**config.mk**
```make
export PLATFORM = sky130hd
export DESIGN_NAME = sig_cmp_ctrl
export DESIGN_NICKNAME = d
export VERILOG_FILES = /design/src/rtl/scc_pkg.sv /design/src/rtl/scc_misr.sv /design/src/rtl/scc_seq.sv /design/src/rtl/scc_timer.sv /design/src/rtl/sig_cmp_ctrl.sv
export SDC_FILE = /design/constraint.sdc
export NUM_CORES = 1
export LEC_CHECK = 0
export BUFFER_PORTS_ARGS = -buffer_cell sky130_fd_sc_hd__buf_2
export CORE_UTILIZATION = 52
export DETAILED_ROUTE_END_ITERATION = 16
export PLACE_DENSITY = 0.76
export SLEW_MARGIN = 10
export SYNTH_ARGS = -nofsm -noshare
export SYNTH_HDL_FRONTEND = slang
export SYNTH_SLANG_ARGS = --single-unit
```
**constraint.sdc**
```tcl
create_clock -name clk_i -period 3.41 [get_ports clk_i]
set_clock_uncertainty 0.2 [all_clocks]
set_input_delay 0.5115 -clock clk_i [delete_from_list [all_inputs] [get_ports clk_i]]
set_output_delay 0.5115 -clock clk_i [all_outputs]
set_load 0.01 [all_outputs]
```
**src/rtl/scc_pkg.sv**
```systemverilog
package scc_pkg;
  localparam int unsigned AW = 3;
  localparam logic [AW-1:0] A_DATA = 3'd0;
  localparam logic [AW-1:0] A_EXP  = 3'd1;
  localparam logic [AW-1:0] A_PAT  = 3'd2;
  localparam logic [AW-1:0] A_SEC  = 3'd3;
  localparam logic [AW-1:0] A_TMO  = 3'd4;
  localparam logic [AW-1:0] A_CTRL = 3'd5;
  localparam logic [AW-1:0] A_STAT = 3'd6;

  localparam int unsigned NST = 4;
  typedef enum int unsigned {ST_FAIL = 0, ST_TMO = 1, ST_OVR = 2, ST_PASS = 3} st_bit_e;
  typedef enum int unsigned {C_AUTO = 0, C_FAIL_IE = 1, C_TMO_IE = 2, C_OVR_IE = 3} ctl_bit_e;
endpackage

```
**src/rtl/scc_misr.sv**
```systemverilog
module scc_misr #(
  parameter int unsigned      DW   = 64,
  parameter logic [DW-1:0]    POLY = 64'h1B
) (
  input  logic [DW-1:0] sig_i,
  input  logic [DW-1:0] data_i,
  output logic [DW-1:0] next_o
);
  assign next_o[0] = data_i[0] ^ (sig_i[DW-1] & POLY[0]);
  for (genvar i = 1; i < DW; i++) begin : g_bit
    assign next_o[i] = sig_i[i-1] ^ data_i[i] ^ (sig_i[DW-1] & POLY[i]);
  end
endmodule

```
**src/rtl/scc_seq.sv**
```systemverilog
module scc_seq #(
  parameter int unsigned CW = 16
) (
  input  logic          clk_i,
  input  logic          rst_ni,
  input  logic          rewind_i,
  input  logic          step_i,
  input  logic [CW-1:0] pat_lim_i,
  input  logic [CW-1:0] sec_lim_i,
  output logic          sec_end_o,
  output logic          pass_end_o
);
  logic [CW-1:0] wcnt_q, scnt_q;
  logic [CW:0]   pat_eff, sec_eff, wnext, snext;

  assign pat_eff    = (pat_lim_i == '0) ? (CW+1)'(1) : {1'b0, pat_lim_i};
  assign sec_eff    = (sec_lim_i == '0) ? (CW+1)'(1) : {1'b0, sec_lim_i};
  assign wnext      = {1'b0, wcnt_q} + (CW+1)'(1);
  assign snext      = {1'b0, scnt_q} + (CW+1)'(1);
  assign sec_end_o  = step_i && (wnext >= pat_eff);
  assign pass_end_o = sec_end_o && (snext >= sec_eff);

  always_ff @(posedge clk_i or negedge rst_ni) begin
    if (!rst_ni) begin
      wcnt_q <= '0;
      scnt_q <= '0;
    end else if (rewind_i) begin
      wcnt_q <= '0;
      scnt_q <= '0;
    end else if (sec_end_o) begin
      wcnt_q <= '0;
      scnt_q <= pass_end_o ? '0 : snext[CW-1:0];
    end else if (step_i) begin
      wcnt_q <= wnext[CW-1:0];
    end
  end
endmodule

```
**src/rtl/scc_timer.sv**
```systemverilog
module scc_timer #(
  parameter int unsigned TW = 16
) (
  input  logic          clk_i,
  input  logic          rst_ni,
  input  logic          run_i,
  input  logic          load_i,
  input  logic [TW-1:0] load_val_i,
  output logic          expire_o
);
  logic [TW-1:0] cnt_q;
  logic          act_q;

  assign expire_o = run_i && act_q && !load_i && (cnt_q == TW'(1));

  always_ff @(posedge clk_i or negedge rst_ni) begin
    if (!rst_ni) begin
      cnt_q <= '0;
      act_q <= 1'b0;
    end else if (load_i) begin
      cnt_q <= load_val_i;
      act_q <= (load_val_i != '0);
    end else if (run_i && act_q) begin
      cnt_q <= cnt_q - TW'(1);
      if (cnt_q == TW'(1)) act_q <= 1'b0;
    end
  end
endmodule

```
**src/rtl/sig_cmp_ctrl.sv**
```systemverilog
module sig_cmp_ctrl
  import scc_pkg::*;
#(
  parameter int unsigned   DW   = 64,
  parameter int unsigned   CW   = 16,
  parameter int unsigned   TW   = 16,
  parameter logic [DW-1:0] POLY = 64'h1B
) (
  input  logic           clk_i,
  input  logic           rst_ni,
  input  logic           wr_en_i,
  input  logic [AW-1:0]  wr_addr_i,
  input  logic [DW-1:0]  wr_data_i,
  output logic           dma_req_o,
  output logic           irq_fail_o,
  output logic           irq_timeout_o,
  output logic           irq_overrun_o,
  output logic [NST-1:0] status_o,
  output logic [DW-1:0]  sig_o,
  output logic [DW-1:0]  sector_sig_o
);
  logic [3:0]     ctrl_q;
  logic [CW-1:0]  pat_q, sec_q;
  logic [TW-1:0]  tmo_q;
  logic [DW-1:0]  exp_q, sig_q, ssig_q, sig_next;
  logic           fresh_q, dma_q;
  logic [NST-1:0] st_q, st_set, st_clr;
  logic           auto, entry, step, sec_end, pass_end, expire;

  assign auto  = ctrl_q[C_AUTO];
  assign entry = wr_en_i && (wr_addr_i == A_CTRL) && wr_data_i[C_AUTO] && !auto;
  assign step  = wr_en_i && (wr_addr_i == A_DATA) && auto;

  scc_misr #(.DW(DW), .POLY(POLY)) u_misr (
    .sig_i (sig_q),
    .data_i(wr_data_i),
    .next_o(sig_next)
  );

  scc_seq #(.CW(CW)) u_seq (
    .clk_i     (clk_i),
    .rst_ni    (rst_ni),
    .rewind_i  (entry),
    .step_i    (step),
    .pat_lim_i (pat_q),
    .sec_lim_i (sec_q),
    .sec_end_o (sec_end),
    .pass_end_o(pass_end)
  );

  scc_timer #(.TW(TW)) u_tmr (
    .clk_i     (clk_i),
    .rst_ni    (rst_ni),
    .run_i     (auto),
    .load_i    (entry || sec_end),
    .load_val_i(tmo_q),
    .expire_o  (expire)
  );

  always_comb begin
    st_set          = '0;
    st_set[ST_FAIL] = sec_end && fresh_q && (sig_next != exp_q);
    st_set[ST_OVR]  = sec_end && !fresh_q;
    st_set[ST_TMO]  = expire;
    st_set[ST_PASS] = pass_end;
    st_clr          = (wr_en_i && (wr_addr_i == A_STAT)) ? wr_data_i[NST-1:0] : '0;
  end

  always_ff @(posedge clk_i or negedge rst_ni) begin
    if (!rst_ni) begin
      ctrl_q  <= '0;
      pat_q   <= '0;
      sec_q   <= '0;
      tmo_q   <= '0;
      exp_q   <= '0;
      fresh_q <= 1'b0;
    end else begin
      if (wr_en_i) begin
        unique case (wr_addr_i)
          A_PAT:   pat_q  <= wr_data_i[CW-1:0];
          A_SEC:   sec_q  <= wr_data_i[CW-1:0];
          A_TMO:   tmo_q  <= wr_data_i[TW-1:0];
          A_CTRL:  ctrl_q <= wr_data_i[3:0];
          A_EXP:   exp_q  <= wr_data_i;
          default: ;
        endcase
      end
      if (wr_en_i && (wr_addr_i == A_EXP)) fresh_q <= 1'b1;
      else if (entry || sec_end)           fresh_q <= 1'b0;
    end
  end

  always_ff @(posedge clk_i or negedge rst_ni) begin
    if (!rst_ni) begin
      sig_q  <= '0;
      ssig_q <= '0;
      st_q   <= '0;
      dma_q  <= 1'b0;
    end else begin
      dma_q <= entry || sec_end;
      st_q  <= (st_q & ~st_clr) | st_set;
      if (sec_end) ssig_q <= sig_next;
      if (entry || sec_end) sig_q <= '0;
      else if (step)        sig_q <= sig_next;
    end
  end

  assign dma_req_o     = dma_q;
  assign status_o      = st_q;
  assign sig_o         = sig_q;
  assign sector_sig_o  = ssig_q;
  assign irq_fail_o    = st_q[ST_FAIL] && ctrl_q[C_FAIL_IE];
  assign irq_timeout_o = st_q[ST_TMO]  && ctrl_q[C_TMO_IE];
  assign irq_overrun_o = st_q[ST_OVR]  && ctrl_q[C_OVR_IE];
endmodule

```
* Word-level counts from Yosys, hierarchy flattened
Cells that the tools add are included.
Storage, ports and cells: input port bits 70, output and inout bits 136, register bits after elaboration 299
Operators by class: add/sub/neg operators 3, reductions and logical operators 38, eq/ne operators 8, mux-type cells 18, bitwise logic cells 70, magnitude comparators 2
Operators by type and width (count):
- $mux W16 | 10
- $mux W64 | 2
- $xor A1 B1 Y1 | 67
- $ne A64 B64 Y1 | 1
- $add A16 B1 Y17 const B | 2
- $ge A17 B17 Y1 | 2
- $logic_not A16 Y1 | 2
- $logic_and A1 B1 Y1 | 18
- $eq A16 B1 Y1 const B | 1
- $reduce_bool A16 Y1 | 1
- $sub A16 B1 Y16 const B | 1
- $reduce_and A2 Y1 | 6
- $reduce_bool A2 Y1 | 5
- $eq A3 B3 Y1 const B | 3
- $eq A3 B2 Y1 const B | 2
- $mux W1 | 5
- $and A4 B4 Y4 | 1
- $mux W4 | 1
- $not A4 Y4 | 1
- $or A4 B4 Y4 | 1
- $eq A3 B1 Y1 const B | 1
- $logic_not A1 Y1 | 3
- $logic_not A3 Y1 | 1
- $reduce_bool A3 Y1 | 1
- $logic_or A1 B1 Y1 | 1

* Logic depth before layout (Yosys ltp)
depth after elaboration 9, mapped depth 16, mapped depth without buffers 14

* Cells and area by module
A second synthesis with hierarchy kept.
Second synthesis, totals: cell total of the unflattened synthesis 1338, area, all modules 15313.4 µm²
By module, submodules not included:
- sig_cmp_ctrl | sequential area each 6256.0 µm², instances 1, cells each 772, area an instance 10491.3 µm²
- scc_seq | sequential area each 800.8 µm², instances 1, cells each 384, area an instance 3159.3 µm²
- scc_timer | sequential area each 425.4 µm², instances 1, cells each 118, area an instance 1057.3 µm²
- scc_misr | sequential area each 0.0 µm², instances 1, cells each 64, area an instance 605.6 µm²

* Least setup slack after synthesis
Ideal clock, no wire load.
path type register -> register, start point reg u_seq.wcnt_q[2], end point reg u_seq.wcnt_q[11], path buffers 2, data required time 3089 ps, clock period less this slack 3459 ps, stages on the path, launching flop included 15, path slack -49 ps, setup time 121 ps, arrival time 3138 ps, cell sequence dfrtp_1 > and3_1 > nand3_1 > or3b_2 > xnor2_1 > ha_1 > nand4_1 > or4_1 > o21ai_2 > o21a_1 > buf_6 > nor2_8 > inv_2 > buf_2 > nor2_1
On the way: cells in the longest elaborated chain, start to end 5
RTL lines:
- from (decl) | RTL line scc_seq.sv:13 | logic [CW-1:0] wcnt_q, scnt_q;
- from (signal assigned) | RTL line scc_seq.sv:34 | wcnt_q <= wnext[CW-1:0];
- $add A16 B1 Y17 (*) | RTL line scc_seq.sv:18 | assign wnext = {1'b0, wcnt_q} + (CW+1)'(1);
- $ge A17 B17 Y1 | RTL line scc_seq.sv:20 | assign sec_end_o = step_i && (wnext >= pat_eff);
- $logic_and A1 B1 Y1 | RTL line scc_seq.sv:20
- $mux W16 | RTL line scc_seq.sv:30 | end else if (sec_end_o) begin
- $mux W16 | RTL line scc_seq.sv:27 | end else if (rewind_i) begin
Mark *: on every way between the ends. The rest lies on a longest branch, timed or not. The select of a mux whose other input is x is not followed. A chain may end at the register's enable or synchronous reset.

* Final worst setup path
start point reg u_seq.wcnt_q[0], end point reg sig_q[15], in the netlist sig_o[15]
On the way: cells in the longest elaborated chain, start to end 5
RTL lines:
- $add A16 B1 Y17 (*) | RTL line scc_seq.sv:18
- $ge A17 B17 Y1 (*) | RTL line scc_seq.sv:20
- $logic_and A1 B1 Y1 (*) | RTL line scc_seq.sv:20
- $logic_or A1 B1 Y1 (*) | RTL line sig_cmp_ctrl.sv:103 | if (entry || sec_end) sig_q <= '0;
- $mux W64 or $reduce_bool A2 Y1 (tied branches)
- to (signal assigned) | RTL line sig_cmp_ctrl.sv:104 | else if (step) sig_q <= sig_next;
- to (decl) | RTL line sig_cmp_ctrl.sv:25 | logic [DW-1:0] exp_q, sig_q, ssig_q, sig_next;
Mark *: on every way between the ends. The rest lies on a longest branch, timed or not.

==> impl_metrics.ini <==
[power_and_ir_drop]
comb_power_share_pct = 27.7
power.leakage_nw = 8.91
p_sw_share_pct = 34.0
switching_power_mw = 4.04
p_int_mw = 7.84
p_seq_share_pct = 41.6
pwr_density_cell_nw_per_um2 = 652
ir_drop_v = 0.000442
pwr-share-clk_pct = 30.7

[run_status]
failed_checks = setup timing
run_status = finished, violations left

[setup_path]
reg2reg_from = u_seq.wcnt_q[0]$_DFFE_PN0P_
cp_common_cell = a21oi_1
crit_chain = ha_2 > nand4_1 > nor2_4 > nand3_2 > xnor2_2 > ha_1 > buf_4 > a21oi_1 > nor2b_1 > o21ai_0 > a21oi_1 > buf_4 > nor3_4 > buf_6 > clkbuf_16 > nand2_1 > a21oi_1
worstPathMaxFanout = 11
startpoint = u_seq.wcnt_q[0]$_DFFE_PN0P_
rrSetupSlack_ps = -220
critPathRequiredTime_ps = 3620
reg2reg_to = sig_o[15]$_DFFE_PN0P_
crit_path_max_incr_delay_ps = 400
cp.arrival_ps = 3850
cp-end-kind = flip-flop
critical_path_class = flip-flop to flip-flop
reg2reg_depth = 17
critPathLaunchType = flip-flop
crit_slowest_cell = dfrtp_1

[timing]
drv_slew = 0
hold_violations = 0
layout_min_cycle_time_ps = 3630
fin_crit_sh_pct = 107
setup_ws_ps = -222
fmax_ghz = 0.275
setup_tns_ps = -10160
relSlewSlack_pct = 37.3
worst_slew_pin_slew_ps = 931
setup_viol = 164
rsz0062_at_grt = yes

[min_path]
min_delay_path_depth = 2
hold_path_class = input pin to flip-flop
min-delay-start = wr_data_i[43]
holdPathEnd = exp_q[43]$_DFFE_PN0P_

[global_routing]
grt_use_total_pct = 28.7
grt_pass1_wl_um = 63200
grt_overflow = 0
grt_antenna_before_repair = 4
grt_max_degree = 97
grt_pass1_vias = 11300

[cells_and_area]
final_cell_mix = dfrtp_1, nand2_1, buf_2
layout_commonest_cell = dfrtp_1
fin_util_pct = 67.2
fin_area_um2 = 18200
area_delta_synth_final_pct = 26.0
layout-drive-gt1-share_pct = 32.7
nets = 1750

[die]
coreArea_um2 = 27100
die_area_um2 = 28500
die_w_um = 169
die_h_um = 169
num_io_pins = 206
start_util_pct = 53.4
rows = 60

[yosys]
synthCells = 1398
async_flop_share_pct = 100
yosysWarnings = 0
synth_cell_type_count = 53
synthFlopType = dfrtp_1
syn_nets = 1504
synthTopCellsByArea = dfrtp_1, mux2_2, nand2_1
synth_area_um2 = 14500
yosysTopAreaCellShare_pct = 51.7
synth_top_area_cell = dfrtp_1
avgSynthCellArea_um2 = 10.3
ys_seq_elements = 299
synth_edf_count = 0
ys_seq_area_share_pct = 51.7

[placed_design]
placed_cell_area_um2 = 16200
globalplace.congestion = 0.929
place_hpwl_um = 28100
io_buffers = 205

[detailed_routing]
drc_errors = 0
first_pass_iters = 5
avgRoutedWirePerCell_um = 21.3
dr_total_vias = 11900
drt_iter0_markers = 1029
ant_nets = 0
via_per_inst = 5.82
wirelength_um = 43500

[clocking]
clk_latency_ps = 510
cts_root_buf = clkbuf_16
cts_max_level = 2
clkSinkCount = 299
cts_tree = yes
clk_pin_slew_ps = 60
numCtsBuffers = 34
clock_path_buffers = 3

[run]
cap_violations = 0
per-layer routing:
layer	GRT usage (%)	routed length, um	vias to the layer above
met4	11.5	1810	4
met2	45.3	20600	558
met5	0	25	-
met3	5.87	3590	114
met1	39.1	17500	5923
li1	-	-	5271
layout make-up:
| cell class | instances | area (um2) |
|---|---|---|
| Antenna cell | 2 | 5.00 |
| Clock buffer | 48 | 1010 |
| Clock inverter | 9 | 101 |
| Fill cell | 1979 | 8890 |
| Inverter | 37 | 141 |
| Multi-Input combinational cell | 995 | 7060 |
| Sequential cell | 299 | 7480 |
| Tap cell | 372 | 465 |
| Timing Repair Buffer | 277 | 1950 |
power groups by stage:
stage                     sequential, mW  clock (mW)  combinational [mW]
final                               4.94        3.65                3.29
after global routing                5.02        3.83                3.54
after CTS                           4.88        3.67                3.07
after detailed placement            4.93           0                3.03
after global placement              4.89           0                2.95
after floorplan                     4.92           0                1.78
synthesized netlist by cell type, types with 37 or more instances:
library cell and n:
a21oi_1 42, a22oi_1 54, clkbuf_1 44, dfrtp_1 299, mux2_2 101, nand2_1 281, nand3_1 37, nor2_1 86
o21ai_0 41, xnor2_1 63, xor2_1 111
stage by stage:
| stage | hold slack, ps | std cells | total power, mW | setup WS, ps |
|---|---|---|---|---|
| floorplan | 15.9 | 1398 | 6.70 | 31.9 |
| global placement | 253 | 1956 | 7.84 | -135 |
| detailed placement | 258 | 1956 | 7.96 | -244 |
| CTS | 43.5 | 2017 | 11.6 | -37.8 |
| global route | 51.8 | 2038 | 12.4 | -305 |
| finish | 56.1 | 2039 | 11.9 | -222 |
registers in the layout, indices dropped and copies added, names as in the netlist, 4 cells and up:
signal and count:
ctrl_q 4, exp_q 64, pat_q 16, sec_q 16, sector_sig_o 64, sig_o 64
status_o 4, tmo_q 16, u_seq.scnt_q 16, u_seq.wcnt_q 16, u_tmr.cnt_q 16
how the worst max path moves through the flow:
stage,endpoint,slack [ps],cells after the start
3_3_place_gp,u_seq.scnt_q[6]$_DFFE_PN0P_,-130,14
6_report,sig_o[15]$_DFFE_PN0P_,-220,17
5_1_grt,sig_o[15]$_DFFE_PN0P_,-300,16
4_1_cts,u_tmr.act_q$_DFFE_PN0P_,-40,13
3_5_place_dp,u_seq.scnt_q[4]$_DFFE_PN0P_,-240,14
2_1_floorplan,u_seq.wcnt_q[11]$_DFFE_PN0P_,30,15
kinds of logic (layout without fill, tap and decap cells):
group / after synthesis / in the layout / synth area share (%)
compound gates: 178 / 178 / 8.04
xor+xnor: 174 / 174 / 10.5
fa+ha+maj: 36 / 36 / 3.11
buf+inv: 105 / 371 / 3.12
flops: 299 / 299 / 51.7
mux: 101 / 101 / 7.86
other cells: 0 / 2 / 0
simple gates: 505 / 506 / 15.6
repair_timing:
action | CTS | global route
gates resized for setup | 11 | 121
pin swaps | 4 | 103
setup endpoints to repair | 143 | 181
hold buffers | 1 | 0
gates cloned | 1 | 12
endpoints found under the hold margin | 65 | 0
buffers inserted | 2 | 9
worst max-delay path: cells and delay by family (launching register included):
family / cells / cell delay (ps)
adders and majority gates: 2 / 470
AOI/OAI and AO/OA: 4 / 650
and+or+nand+nor: 6 / 870
DFF: 1 / 400
xor gates and xnor gates: 1 / 200
buffers and inverters: 4 / 740
Power figures use the tool's default switching activity.
